### config.mk
export PLATFORM = sky130hd
export DESIGN_NAME = seg_lin_eval
export DESIGN_NICKNAME = d
export VERILOG_FILES = /design/src/rtl/seg_lin_pkg.sv /design/src/rtl/seg_index_enc.sv /design/src/rtl/seg_coef_mem.sv /design/src/rtl/seg_mac.sv /design/src/rtl/seg_lin_eval.sv
export SDC_FILE = /design/constraint.sdc
export NUM_CORES = 1
export LEC_CHECK = 0
export BUFFER_PORTS_ARGS = -buffer_cell sky130_fd_sc_hd__buf_2
export CAP_MARGIN = 40
export CELL_PAD_IN_SITES_DETAIL_PLACEMENT = 1
export CELL_PAD_IN_SITES_GLOBAL_PLACEMENT = 2
export CORE_ASPECT_RATIO = 0.8
export CORE_UTILIZATION = 30
export DETAILED_ROUTE_END_ITERATION = 8
export GPL_ROUTABILITY_DRIVEN = 0
export PLACE_DENSITY_LB_ADDON = 0.2
export SETUP_SLACK_MARGIN = 0.3
export SLEW_MARGIN = 40
export SYNTH_ARGS = -nofsm -noshare
export SYNTH_HDL_FRONTEND = slang
export SYNTH_SLANG_ARGS = --single-unit
### constraint.sdc
create_clock -name clk -period 18 [get_ports clk]
set_input_delay 0.9 -clock clk [delete_from_list [all_inputs] [get_ports clk]]
set_output_delay 0.9 -clock clk [all_outputs]
set_load 0.03 [all_outputs]
### src/rtl/seg_lin_pkg.sv
package seg_lin_pkg;
  // Target selector on the load port.
  typedef enum logic {
    LD_BREAK = 1'b0,
    LD_COEF  = 1'b1
  } ld_kind_e;
endpackage

### src/rtl/seg_index_enc.sv
module seg_index_enc #(
  parameter int XW  = 12,
  parameter int NBP = 15,
  localparam int IW = $clog2(NBP + 1)
) (
  input  logic          clk,
  input  logic          rst,
  input  logic          bp_we,
  input  logic [IW-1:0] bp_addr,
  input  logic [XW-1:0] bp_din,
  input  logic          in_valid,
  input  logic [XW-1:0] in_x,
  output logic          v_out,
  output logic [XW-1:0] x_out,
  output logic [IW-1:0] idx_out
);
  logic [XW-1:0] bp_q [NBP];
  logic [NBP-1:0] ge;

  for (genvar i = 0; i < NBP; i++) begin : g_bp
    always_ff @(posedge clk) begin
      if (rst)
        bp_q[i] <= '1;
      else if (bp_we && bp_addr == IW'(i))
        bp_q[i] <= bp_din;
    end

    assign ge[i] = (in_x >= bp_q[i]);

    // A breakpoint changes only through a write addressed to it.
    AST_BP_WRITE_ONLY: assert property (@(posedge clk) disable iff (rst)
      !(bp_we && bp_addr == IW'(i)) |=> $stable(bp_q[i]));
  end

  always_ff @(posedge clk) begin
    if (rst) begin
      v_out   <= 1'b0;
      x_out   <= '0;
      idx_out <= '0;
    end else begin
      v_out   <= in_valid;
      x_out   <= in_x;
      idx_out <= IW'($countones(ge));
    end
  end
endmodule

### src/rtl/seg_coef_mem.sv
module seg_coef_mem #(
  parameter int IW = 4,
  parameter int DW = 32,
  localparam int DEPTH = 1 << IW
) (
  input  logic          clk,
  input  logic          we,
  input  logic [IW-1:0] waddr,
  input  logic [DW-1:0] wdata,
  input  logic [IW-1:0] raddr,
  output logic [DW-1:0] rdata
);
  logic [DW-1:0] mem [DEPTH];

  always_ff @(posedge clk) begin
    if (we)
      mem[waddr] <= wdata;
    rdata <= mem[raddr];
  end
endmodule

### src/rtl/seg_mac.sv
module seg_mac #(
  parameter int XW = 12,
  parameter int CW = 16,
  localparam int PW = CW + XW + 1,
  localparam int SW = CW + 3
) (
  input  logic          clk,
  input  logic          rst,
  input  logic          v_in,
  input  logic [XW-1:0] x,
  input  logic [CW-1:0] c1,
  input  logic [CW-1:0] c0,
  output logic          v_out,
  output logic [CW-1:0] y
);
  localparam logic signed [SW-1:0] SMAX = SW'((1 << (CW - 1)) - 1);
  localparam logic signed [SW-1:0] SMIN = -SMAX - SW'(1);
  localparam logic [PW:0] HALF = (PW + 1)'(1) << (XW - 1);

  logic signed [PW-1:0]    prod;
  logic signed [PW:0]      prod_r;
  logic signed [PW-XW:0]   q;
  logic signed [SW-1:0]    sum;
  logic        [CW-1:0]    sat;
  logic        [CW-1:0]    y_next;

  always_comb begin
    prod   = $signed(c1) * $signed({1'b0, x});
    prod_r = $signed({prod[PW-1], prod} + HALF);
    q      = prod_r[PW:XW];
    sum    = $signed({q[PW-XW], q}) + $signed({{(SW - CW){c0[CW-1]}}, c0});
    if (sum > SMAX)
      sat = SMAX[CW-1:0];
    else if (sum < SMIN)
      sat = SMIN[CW-1:0];
    else
      sat = sum[CW-1:0];
    // Zero slope: constant segment, multiplier path bypassed.
    y_next = (c1 == '0) ? c0 : sat;
  end

  always_ff @(posedge clk) begin
    if (rst) begin
      v_out <= 1'b0;
      y     <= '0;
    end else begin
      v_out <= v_in;
      if (v_in)
        y <= y_next;
    end
  end

  AST_CONST_SEG: assert property (@(posedge clk) disable iff (rst)
    (v_in && c1 == '0) |=> (y == $past(c0)));
  AST_NO_WRAP: assert property (@(posedge clk) disable iff (rst)
    (v_in && !c1[CW-1] && !c0[CW-1]) |=> !y[CW-1]);
endmodule

### src/rtl/seg_lin_eval.sv
module seg_lin_eval #(
  parameter int XW  = 12,
  parameter int CW  = 16,
  parameter int NBP = 15,
  localparam int IW = $clog2(NBP + 1)
) (
  input  logic          clk,
  input  logic          rst,
  input  logic          in_valid,
  input  logic [XW-1:0] in_x,
  input  logic          ld_we,
  input  logic          ld_sel,
  input  logic [IW-1:0] ld_addr,
  input  logic [XW-1:0] ld_bp,
  input  logic [CW-1:0] ld_c1,
  input  logic [CW-1:0] ld_c0,
  output logic          out_valid,
  output logic [CW-1:0] out_y
);
  import seg_lin_pkg::*;

  logic          v1, v2;
  logic [XW-1:0] x1, x2;
  logic [IW-1:0] idx1;
  logic [2*CW-1:0] coef_rd;
  logic          busy, ld_ok, bp_we, cf_we;
  logic [1:0]    age;

  assign busy  = in_valid | v1 | v2 | out_valid;
  assign ld_ok = ld_we & ~busy;
  assign bp_we = ld_ok & (ld_kind_e'(ld_sel) == LD_BREAK);
  assign cf_we = ld_ok & (ld_kind_e'(ld_sel) == LD_COEF);

  seg_index_enc #(.XW(XW), .NBP(NBP)) u_enc (
    .clk(clk), .rst(rst),
    .bp_we(bp_we), .bp_addr(ld_addr), .bp_din(ld_bp),
    .in_valid(in_valid), .in_x(in_x),
    .v_out(v1), .x_out(x1), .idx_out(idx1)
  );

  seg_coef_mem #(.IW(IW), .DW(2 * CW)) u_mem (
    .clk(clk), .we(cf_we), .waddr(ld_addr), .wdata({ld_c1, ld_c0}),
    .raddr(idx1), .rdata(coef_rd)
  );

  always_ff @(posedge clk) begin
    if (rst) begin
      v2 <= 1'b0;
      x2 <= '0;
    end else begin
      v2 <= v1;
      x2 <= x1;
    end
  end

  seg_mac #(.XW(XW), .CW(CW)) u_mac (
    .clk(clk), .rst(rst), .v_in(v2), .x(x2),
    .c1(coef_rd[2*CW-1:CW]), .c0(coef_rd[CW-1:0]),
    .v_out(out_valid), .y(out_y)
  );

  // Edges seen since reset, saturating; gates history-based checks.
  always_ff @(posedge clk) begin
    if (rst)
      age <= '0;
    else if (age != 2'd3)
      age <= age + 2'd1;
  end

  AST_LATENCY: assert property (@(posedge clk) disable iff (rst)
    (age == 2'd3) |-> (out_valid == $past(in_valid, 3)));
  AST_HOLD: assert property (@(posedge clk) disable iff (rst)
    (age != 2'd0 && !out_valid) |-> $stable(out_y));
endmodule

==> flow_summary.ini <==
[place]
dp_slack_ns = 9.00
port_buffers = 81
dp.final_hpwl_microns = 73800

[logic_synthesis]
synth_top_area_share_pct = 51.0
synthFlopType = edfxtp_1
synth_edf_count = 692
synth.distinct_cells = 60
synth_top_cell_by_area = edfxtp_1
seq_area_frac_synth_pct = 54.9
synthTopCellsByArea = edfxtp_1, fa_1, ha_1
syn-num-nets = 3354
async_flop_share_pct = 0
syn-cell-area_sq_mm = 0.0408
synth_cells = 2803
ys_ff_latch = 771
yosysWarningCount = 0
syn_avg_cell_area_sq_um = 14.5

[flow_run]
maxCapViolations = 0

[setup_path]
arrival_ns = 9.52
cp-end-kind = flip-flop
critPathKind = flip-flop to flip-flop
path_max_fanout = 16
cp.required_ns = 18.49
start_kind = flip-flop

[global_routing]
grt_max_degree = 56
grt-ovfl-total = 0
antenna_found_initial = 35
grt_pass1_wl_microns = 173000
grt_usage_pct = 17.0
grt_pass1_vias = 25808

[die]
core_area_sq_mm = 0.134
num_rows = 120
die_w_microns = 414
die_area_sq_mm = 0.137
io_pins = 82
start_util_pct = 30.3
die_h_microns = 332

[timing]
setup_viol = 0
layout_min_cycle_time_ns = 9.03
fin_crit_sh_pct = 50.2
finClkSkew_ns = 0.0632
fmax_mhz = 111
worst_slew_pin_slew_ns = 0.813
fin_ws_ns = 8.97
slew_violations = 0
hold_violations = 0
slew_headroom_pct = 45.8
rsz0062_at_grt = false
setup_tns_ns = 0

[detailed_routing]
drc = 0
ant_nets = 0
firstDrtPassIters = 5
wirelength_microns = 116000
vias_per_cell = 4.87
vias = 23082
wl_per_cell_microns = 24.4
drt_iter0_drc = 1235

[cells_and_area]
area_growth_syn_to_layout_pct = 13.9
multi_input_area_sq_mm = 0.0168
mostFrequentLayoutCell = edfxtp_1
drive_gt1_share_pct = 20.1
regArea_sq_mm = 0.0224
final_cell_mix = edfxtp_1, inv_1, ha_1
nets = 3447
num-fill-cells = 13855

[clocking]
cts_made_buffers = 90
cts_tree = yes
cts_setup_buffers = 0
max-clock-path-buffers = 3
clkLatencyLatePin_ns = 0.68
cts.sinks = 771
htree_levels = 3
cts_root_buf = clkbuf_16
cts_resized = 0
clk_pin_slew_ns = 0.06
cts-hold-fix-buffers = 0

[outcome]
outcome = completed

[power_and_ir_drop]
powerDensity_mw_per_mm2 = 133
peakVddDrop_uv = 109
leakagePower_nw = 18.3

[hold_path]
hold_path.class = flip-flop to flip-flop
==> power breakdown <==
group	internal (mW)	switching, mW
Sequential	2.00	0.127
Clock	1.10	0.777
Combinational	0.880	1.28
==> Yosys cell counts, drive strengths merged, types with 17 or more instances <==
cell type  number
edfxtp        692
inv           359
ha            294
fa            192
mux4          160
nand2         160
or2           146
and2           97
clkbuf         94
dfxtp          79
a21o           61
a21oi          56
o21ai          43
nor2b          38
nor2           36
or3            36
o21bai         32
nand3          24
nand2b         22
a211oi         19
xor2           18
buf            17
==> cells by family (layout without fill, tap and decap cells) <==
logic type / Yosys count / after routing / synth area share, %
DFF: 771 / 771 / 54.9
and+or+nand+nor: 591 / 591 / 7.78
adders and majority gates: 486 / 486 / 18.5
buffers and inverters: 470 / 640 / 4.35
AOI/OAI and AO/OA: 288 / 288 / 4.90
muxes: 163 / 163 / 8.92
xor gates and xnor gates: 34 / 34 / 0.731
other: 0 / 2 / 0
==> path summary, 6_finish.rpt <==
check	depth (start not counted)	slack, ns	to	from
max	25	8.97	u_mac.y[9]	x2[6]
min reg2reg	1	0.43	x2[11]	u_enc.x_out[11]
max reg2reg	25	8.97	u_mac.y[9]	x2[6]
min	1	0.43	x2[11]	u_enc.x_out[11]
==> per-stage QoR <==
step                      util [%]  hold slack [ns]  area (sq um)  total power, mW  std cells
after floorplan                  -            0.414         40800             3.63       2803
after global placement        32.2            0.437         43300             4.30       4573
after detailed placement      32.3            0.442         43400             4.33       4573
after CTS                     34.5            0.444         46400             6.25       4742
after global routing          34.5            0.459         46400             6.52       4742
final                         34.5            0.434         46400             6.15       4744
==> worst max-delay path, stage by stage, from the launching register on <==
cell and delay [ns]:
dfxtp_1 0.77, nand2_1 0.17, fa_1 0.58, fa_1 0.45
fa_1 0.50, inv_1 0.06, fa_1 0.52, fa_1 0.52
fa_1 0.49, ha_1 0.24, or4_1 0.52, o32a_4 0.39
a21oi_2 0.19, nor2b_1 0.08, o21a_1 0.20, o21a_1 0.19
o311a_1 0.31, ha_1 0.34, a21oi_1 0.23, o211ai_1 0.25
a32oi_1 0.33, o21ai_1 0.14, o41ai_1 0.52, a31o_2 0.25
nand2b_1 0.43, o211ai_1 0.20
==> sequential cells by signal, summed over array words and instances, names as in the netlist <==
signal         flops
u_enc.x_out       12
u_mac.y           16
u_enc.v_out        1
u_enc.idx_out      4
u_enc.bp_q       180
u_mem.rdata       32
u_mem.mem        512
u_mac.v_out        1
v2                 1
x2                12
==> per-layer routing <==
layer / share of wire (%) / track usage [%]
met5: 0.069 / 0
met3: 3.6 / 2.42
met4: 1.8 / 3.38
met1: 46 / 23.5
met2: 48 / 28.5
==> final cells by class <==
type	count	share of cell area (%)
Inverter	359	2.90
Clock buffer	109	5.12
Tap cell	1769	4.77
Sequential cell	771	48.2
Timing Repair Buffer	112	1.40
Multi-Input combinational cell	1562	36.2
Antenna cell	2	0.0108
Clock inverter	60	1.46
(Power assumes the default switching activity.)
